`src/rtl/usbirq_pkg.sv`:
```
package usbirq_pkg;
   localparam int REG_W = 32;

   localparam logic [7:0] OFS_REV       = 8'h00;
   localparam logic [7:0] OFS_CTRL      = 8'h04;
   localparam logic [7:0] OFS_EP_BASE   = 8'h20;
   localparam logic [7:0] OFS_CORE_BASE = 8'h40;
   localparam logic [7:0] OFS_EOI       = 8'h60;
   localparam logic [7:0] OFS_GRP_LAST  = 8'h18;

   // register kind within one group; the order follows the word offsets
   typedef enum logic [2:0] {
      GR_SRC, GR_SRC_SET, GR_SRC_CLR, GR_MSK,
      GR_MSK_SET, GR_MSK_CLR, GR_MASKED, GR_NONE
   } grp_reg_e;
endpackage

```
`src/rtl/irq_src_group.sv`:
```
module irq_src_group #(
   parameter int             W    = 32,
   parameter logic [W-1:0]   IMPL = '1
) (
   input  logic         clk,
   input  logic         rst_n,
   input  logic         srst,
   input  logic [W-1:0] hw_set,
   input  logic [W-1:0] src_set,
   input  logic [W-1:0] src_clr,
   input  logic [W-1:0] msk_set,
   input  logic [W-1:0] msk_clr,
   output logic [W-1:0] src_q,
   output logic [W-1:0] mask_q,
   output logic [W-1:0] masked
);
   // set terms are ORed after the clear, so a pulse beats a clear
   always_ff @(posedge clk or negedge rst_n) begin
      if (!rst_n) begin
         src_q  <= '0;
         mask_q <= '0;
      end else if (srst) begin
         src_q  <= '0;
         mask_q <= '0;
      end else begin
         src_q  <= ((src_q & ~src_clr) | src_set | hw_set) & IMPL;
         mask_q <= ((mask_q & ~msk_clr) | msk_set) & IMPL;
      end
   end

   assign masked = src_q & mask_q;

   assert_hw_set_R3: assert property (@(posedge clk) disable iff (!rst_n)
      (!srst && (hw_set & IMPL) != '0) |=>
      ((src_q & $past(hw_set & IMPL)) == $past(hw_set & IMPL)));

   assert_w1c_R4: assert property (@(posedge clk) disable iff (!rst_n)
      (!srst && src_clr != '0 && hw_set == '0 && src_set == '0) |=>
      ((src_q & $past(src_clr)) == '0));

   assert_srst_clear_R10: assert property (@(posedge clk) disable iff (!rst_n)
      srst |=> (src_q == '0 && mask_q == '0));
endmodule

```
`src/rtl/irq_eoi_gate.sv`:
```
module irq_eoi_gate (
   input  logic clk,
   input  logic rst_n,
   input  logic srst,
   input  logic pending,
   input  logic eoi_wr,
   output logic irq
);
   logic gate_open;

   always_ff @(posedge clk or negedge rst_n) begin
      if (!rst_n)               gate_open <= 1'b1;
      else if (srst || eoi_wr)  gate_open <= 1'b1;
      else if (irq)             gate_open <= 1'b0;
   end

   assign irq = gate_open & pending;

   assert_gate_close_R7: assert property (@(posedge clk) disable iff (!rst_n)
      (irq && !eoi_wr && !srst) |=> !irq);

   assert_eoi_reopen_R8: assert property (@(posedge clk) disable iff (!rst_n)
      (eoi_wr && pending && !srst) |=> irq);
endmodule

```
`src/rtl/usb_irq_aggregator.sv`:
```
module usb_irq_aggregator
   import usbirq_pkg::*;
#(
   parameter int                ADDR_W       = 8,
   parameter int                TX_EP_NUM    = 16,
   parameter int                RX_EP_NUM    = 15,
   parameter int                CORE_EVT_W   = 9,
   parameter int                CORE_EVT_LSB = 16,
   parameter logic [REG_W-1:0]  REV_ID       = 32'h4E21_0100
) (
   input  logic                  clk,
   input  logic                  rst_n,
   input  logic [ADDR_W-1:0]     reg_addr,
   input  logic                  reg_wr_en,
   input  logic [REG_W-1:0]      reg_wdata,
   output logic [REG_W-1:0]      reg_rdata,
   input  logic [TX_EP_NUM-1:0]  tx_evt,
   input  logic [RX_EP_NUM-1:0]  rx_evt,
   input  logic [CORE_EVT_W-1:0] core_evt,
   output logic                  irq_out
);
   localparam int RX_LSB = TX_EP_NUM + 1;   // receive side skips endpoint 0
   localparam int NGRP   = 2;

   function automatic logic [REG_W-1:0] ep_impl_f();
      logic [REG_W-1:0] m;
      m = '0;
      for (int i = 0; i < TX_EP_NUM; i++) m[i] = 1'b1;
      for (int j = 0; j < RX_EP_NUM; j++) m[RX_LSB+j] = 1'b1;
      return m;
   endfunction

   function automatic logic [REG_W-1:0] core_impl_f();
      logic [REG_W-1:0] m;
      m = '0;
      for (int k = 0; k < CORE_EVT_W; k++) m[CORE_EVT_LSB+k] = 1'b1;
      return m;
   endfunction

   localparam logic [REG_W-1:0] EP_IMPL   = ep_impl_f();
   localparam logic [REG_W-1:0] CORE_IMPL = core_impl_f();

   generate
      if (RX_LSB + RX_EP_NUM > REG_W) begin : g_bad_ep
         $error("endpoint fields exceed register width");
      end
      if (CORE_EVT_LSB + CORE_EVT_W > REG_W) begin : g_bad_core
         $error("core event field exceeds register width");
      end
      if (ADDR_W < 7) begin : g_bad_addr
         $error("address too narrow for register map");
      end
      if (REV_ID == '0) begin : g_bad_rev
         $error("revision constant must be nonzero");
      end
   endgenerate

   function automatic grp_reg_e sub_of(input logic [ADDR_W-1:0] a,
                                       input logic [ADDR_W-1:0] base);
      logic [ADDR_W-1:0] d;
      grp_reg_e          r;
      d = a - base;
      if (a < base || d > ADDR_W'(OFS_GRP_LAST) || d[1:0] != 2'b00)
         r = GR_NONE;
      else
         r = grp_reg_e'(d[4:2]);
      return r;
   endfunction

   logic [REG_W-1:0] hw_v   [NGRP];
   logic [REG_W-1:0] set_v  [NGRP];
   logic [REG_W-1:0] clr_v  [NGRP];
   logic [REG_W-1:0] mset_v [NGRP];
   logic [REG_W-1:0] mclr_v [NGRP];
   logic [REG_W-1:0] src_v  [NGRP];
   logic [REG_W-1:0] msk_v  [NGRP];
   logic [REG_W-1:0] mskd_v [NGRP];
   grp_reg_e         sub    [NGRP];
   logic             srst_q;
   logic             eoi_wr;
   logic             pending;

   always_comb begin
      hw_v[0] = '0;
      hw_v[1] = '0;
      for (int i = 0; i < TX_EP_NUM; i++)  hw_v[0][i]              = tx_evt[i];
      for (int j = 0; j < RX_EP_NUM; j++)  hw_v[0][RX_LSB+j]       = rx_evt[j];
      for (int k = 0; k < CORE_EVT_W; k++) hw_v[1][CORE_EVT_LSB+k] = core_evt[k];
   end

   for (genvar g = 0; g < NGRP; g++) begin : g_grp
      localparam logic [ADDR_W-1:0] BASE =
         (g == 0) ? ADDR_W'(OFS_EP_BASE) : ADDR_W'(OFS_CORE_BASE);
      localparam logic [REG_W-1:0]  IMPL = (g == 0) ? EP_IMPL : CORE_IMPL;

      assign sub[g]    = sub_of(reg_addr, BASE);
      assign set_v[g]  = (reg_wr_en && sub[g] == GR_SRC_SET) ? reg_wdata : '0;
      assign clr_v[g]  = (reg_wr_en && sub[g] == GR_SRC_CLR) ? reg_wdata : '0;
      assign mset_v[g] = (reg_wr_en && sub[g] == GR_MSK_SET) ? reg_wdata : '0;
      assign mclr_v[g] = (reg_wr_en && sub[g] == GR_MSK_CLR) ? reg_wdata : '0;

      irq_src_group #(.W(REG_W), .IMPL(IMPL)) u_grp (
         .clk     (clk),
         .rst_n   (rst_n),
         .srst    (srst_q),
         .hw_set  (hw_v[g]),
         .src_set (set_v[g]),
         .src_clr (clr_v[g]),
         .msk_set (mset_v[g]),
         .msk_clr (mclr_v[g]),
         .src_q   (src_v[g]),
         .mask_q  (msk_v[g]),
         .masked  (mskd_v[g])
      );
   end

   assign pending = (|mskd_v[0]) | (|mskd_v[1]);
   assign eoi_wr  = reg_wr_en && (reg_addr == ADDR_W'(OFS_EOI));

   // soft reset is held one cycle, then acts on every register at once
   always_ff @(posedge clk or negedge rst_n) begin
      if (!rst_n) srst_q <= 1'b0;
      else        srst_q <= reg_wr_en && (reg_addr == ADDR_W'(OFS_CTRL)) && reg_wdata[0];
   end

   irq_eoi_gate u_gate (
      .clk     (clk),
      .rst_n   (rst_n),
      .srst    (srst_q),
      .pending (pending),
      .eoi_wr  (eoi_wr),
      .irq     (irq_out)
   );

   always_comb begin
      reg_rdata = '0;
      if (reg_addr == ADDR_W'(OFS_REV))  reg_rdata = REV_ID;
      if (reg_addr == ADDR_W'(OFS_CTRL)) reg_rdata = {{(REG_W-1){1'b0}}, srst_q};
      for (int g = 0; g < NGRP; g++) begin
         case (sub[g])
            GR_SRC:    reg_rdata = src_v[g];
            GR_MSK:    reg_rdata = msk_v[g];
            GR_MASKED: reg_rdata = mskd_v[g];
            default:   ;
         endcase
      end
   end

   assert_irq_needs_pending_R7: assert property (@(posedge clk) disable iff (!rst_n)
      irq_out |-> pending);

   assert_masked_view_R6: assert property (@(posedge clk) disable iff (!rst_n)
      (sub[0] == GR_MASKED) |-> (reg_rdata == (src_v[0] & msk_v[0])));
endmodule

```
`config.mk`:
```
export PLATFORM = sky130hd
export DESIGN_NAME = usb_irq_aggregator
export DESIGN_NICKNAME = d
export VERILOG_FILES = /design/src/rtl/usbirq_pkg.sv /design/src/rtl/irq_src_group.sv /design/src/rtl/irq_eoi_gate.sv /design/src/rtl/usb_irq_aggregator.sv
export SDC_FILE = /design/constraint.sdc
export NUM_CORES = 1
export LEC_CHECK = 0
export CAP_MARGIN = 30
export CORE_MARGIN = 4
export CORE_UTILIZATION = 49
export CTS_BUF_LIST = sky130_fd_sc_hd__clkbuf_2
export DETAILED_ROUTE_END_ITERATION = 6
export PLACE_DENSITY = 0.78
export SLEW_MARGIN = 20
export SYNTH_ARGS = -nofsm -noshare
export SYNTH_HDL_FRONTEND = slang
export SYNTH_SLANG_ARGS = --single-unit
```
`constraint.sdc`:
```
create_clock -name clk -period 3 [get_ports clk]
set_input_delay 0.6 -clock clk [delete_from_list [all_inputs] [get_ports clk]]
set_output_delay 0.6 -clock clk [all_outputs]
set_load 0.02 [all_outputs]
```
==> flow_summary.json, run 1 <==
{
  "outcome": "finished, violations left",
  "violations": "negative setup slack",
  "cts_hold_buf": 0,
  "end_kind": "output port",
  "routed-wl-met3_um": 2030,
  "ys_seq_elements": 82,
  "dp_hpwl_um": 13400,
  "drtPass1Iterations": 6,
  "core_um2": 10300,
  "crit_chain": "a22o_1 -> a221oi_2 -> buf_4 -> nand4_1 -> or4_4 -> and2_4 -> buf_6",
  "fmax_mhz": 317,
  "rsz0062_at_grt": "true",
  "syn_avg_cell_area_um2": 8.97,
  "r2r_end": "u_gate.gate_open$_DFFE_PN1P_",
  "finClkSkew_ns": 0.0299,
  "relSlewSlack": 0.510,
  "routabilityCongestion": 0.924,
  "drt-met1-wl_um": 7670,
  "grt_overflow": 0,
  "vias": 5869,
  "yosysWarnings": 0,
  "clkLatencyLatePin_ns": 0.52,
  "cts_tree": "yes",
  "antenna_found_initial": 0,
  "wl_met2_um": 9280,
  "dieArea_um2": 12200,
  "fin_crit_ns": 3.15,
  "synth_edf_count": 0,
  "crit_fanout": 2,
  "place_area_um2": 7060,
  "seqCellArea_um2": 2050,
  "drv_cap": 0,
  "grt_max_degree": 83,
  "min_path_type": "in2async",
  "p_per_area_nw_per_um2": 309,
  "drive_gt1_frac": 0.277,
  "grt_pass1_wl_um": 31400,
  "worst-path-buf-inv": 2,
  "grt_pass1_vias": 5935,
  "numCtsBuffers": 9,
  "final_util": 0.737,
  "fin_area_um2": 7580,
  "worst_slack_ns": -0.150,
  "cts.clk_slew.worst_paths_ns": 0.27,
  "syn_area_um2": 5140,
  "drc": 0,
  "r2r_cells": 6,
  "async_flop_share": 1.00,
  "cts_buffer_depth": 2,
  "p_leak_uw": 0.00315,
  "num-fill-cells": 756,
  "post-route-period-util": 1.05,
  "synthCells": 573,
  "worst-setup-path-type": "reg2out",
  "wire_per_inst_um": 21.4,
  "cp_slowest_cell": "or4_4",
  "setup_viol": 23,
  "top_level_ports": 116,
  "synth-main-ff-cell": "dfrtp_1",
  "critical_path.max_stage_delay_ns": 0.48,
  "port_buffers": 115,
  "final_hold_viol_count": 0,
  "dp_slack_ns": -0.884,
  "die_w_um": 110,
  "clock-sinks": 82,
  "wl_um": 19400,
  "r2r-start": "g_grp[0].u_grp.mask_q[9]$_DFF_PN0_",
  "critical-path-top-delay-family": "simple AND/OR/NAND/NOR gates",
  "area_growth_pct": 47.4,
  "tightest_slew_ns": 0.733,
  "hold_slack_ns": 0.0208,
  "start_util": 0.500,
  "setup_tns_ns": -1.33,
  "cts-root-buf": "clkbuf_2",
  "die_y_um": 110,
  "r2r_slack_ns": 1.05,
  "grt.total_usage": 0.312,
  "seq_area_frac_synth": 0.399,
  "highest_layer": "met4",
  "nets": 852,
  "cts_max_level": 3,
  "drt.antenna.violating_nets": 0,
  "start_kind": "flip-flop",
  "maxSlewViolCount": 0,
  "synth_nets": 661,
  "critPathArrivalTime_ns": 2.55,
  "crit_required_ns": 2.40,
  "rows": 37,
  "multi_input_area_um2": 3010,
  "viasPerCell": 6.49,
  "synth.distinct_cells": 51,
  "ir_worst_vdd_mv": 0.269,
  "first_iter_violations": 609,
  "n_antenna_cell": 0
}
## worst register-to-register path: stages, from the launching register on
cell and delay [ns]:
dfrtp_1 0.44, a22o_1 0.24, a221oi_2 0.28, buf_4 0.17, nand4_1 0.13, or4_4 0.48, o21ai_0 0.17
## kinds of logic (layout without fill, tap and decap cells)
group,count (synthesis),in the layout,share of synthesized area
compound gates,232,232,0.357
simple gates,171,172,0.156
flops,82,82,0.399
buf+inv,80,275,0.0703
fa+ha+maj,5,5,0.0122
xor+xnor,2,2,0.00341
mux,1,1,0.00195
## cell type report
type                    instances  share of cell area
clock buffers                  11             0.00726
clock inverters                 5              0.0112
inverters                      39              0.0210
multi-input cells             412               0.397
flip-flops and latches         82               0.271
well taps                     136              0.0225
repair buffers                220               0.270
## metrics by stage
stage / power, uW / cells
after floorplan: 1330 / 573
after global placement: 1590 / 879
after detailed placement: 1600 / 879
after CTS: 2330 / 905
after global routing: 2430 / 905
final: 2340 / 905
## routing by layer
metal / vias to the layer above / GRT usage
li1: 2587 / -
met1: 2865 / 0.413
met2: 377 / 0.509
met3: 40 / 0.0696
met4: 0 / 0.0969
met5: - / 0
## cells in the mapped netlist (10+ instances only)
library cell | count | area share
a32o_1 | 40 | 0.078
a221o_1 | 39 | 0.076
nand2_1 | 51 | 0.037
inv_1 | 39 | 0.028
a22oi_1 | 12 | 0.018
a21o_1 | 24 | 0.035
nor2_1 | 72 | 0.053
clkbuf_1 | 27 | 0.020
dfrtp_1 | 81 | 0.39
a32oi_1 | 21 | 0.036
o21ai_0 | 10 | 0.0097
a21oi_1 | 53 | 0.052
## where the power goes
part	internal, uW	switching (uW)	total [uW]
registers	1130	26.6	1160
logic	246	217	463
clock network	289	428	717
## placed cells by master (no fill, tap or decap), drive strengths merged, types with 5 or more instances in the layout
master,instances
buf,137
dfrtp,81
nor2,74
clkdlybuf4s50,73
a21oi,58
nand2,51
inv,41
a32o,40
a221o,39
a21o,24
a32oi,21
clkbuf,17
a22oi,12
o21ai,12
a22o,8
nand4,7
a221oi,7
and2,6
nand3,5
ha,5
nand2b,5
## state kept, by name, indices dropped and copies added (netlist names)
| register | cells |
|---|---|
| u_gate.gate_open | 1 |
| srst_q | 1 |
| g_grp.u_grp.src_q | 40 |
| g_grp.u_grp.mask_q | 40 |
## worst max-delay path by stage
| stage | cells after the start | endpoint | startpoint |
|---|---|---|---|
| final | 7 | irq_out | g_grp[0].u_grp.mask_q[9]$_DFF_PN0_ |
| after detailed placement | 9 | reg_rdata[29] | reg_addr[5] |
| after CTS | 7 | irq_out | g_grp[0].u_grp.mask_q[9]$_DFF_PN0_ |
| after global routing | 7 | irq_out | g_grp[0].u_grp.mask_q[9]$_DFF_PN0_ |
| after global placement | 9 | reg_rdata[0] | reg_addr[6] |
| after floorplan | 8 | reg_rdata[22] | reg_addr[5] |
## timing repair
action | in CTS | in global routing
setup buffers | 7 | 0
resized for setup | 243 | 29
hold endpoints to repair | 0 | 0
pin swaps | 27 | 7
endpoints found under the setup margin | 33 | 33
cloned | 3 | 0
(Power assumes the default switching activity.)
==> run 2: changes to the inputs <==
Settings changed: GPL_TIMING_DRIVEN set to 1.
==> results of run 2 <==
Final layout, timing and power as in run 1 (identical DEF).
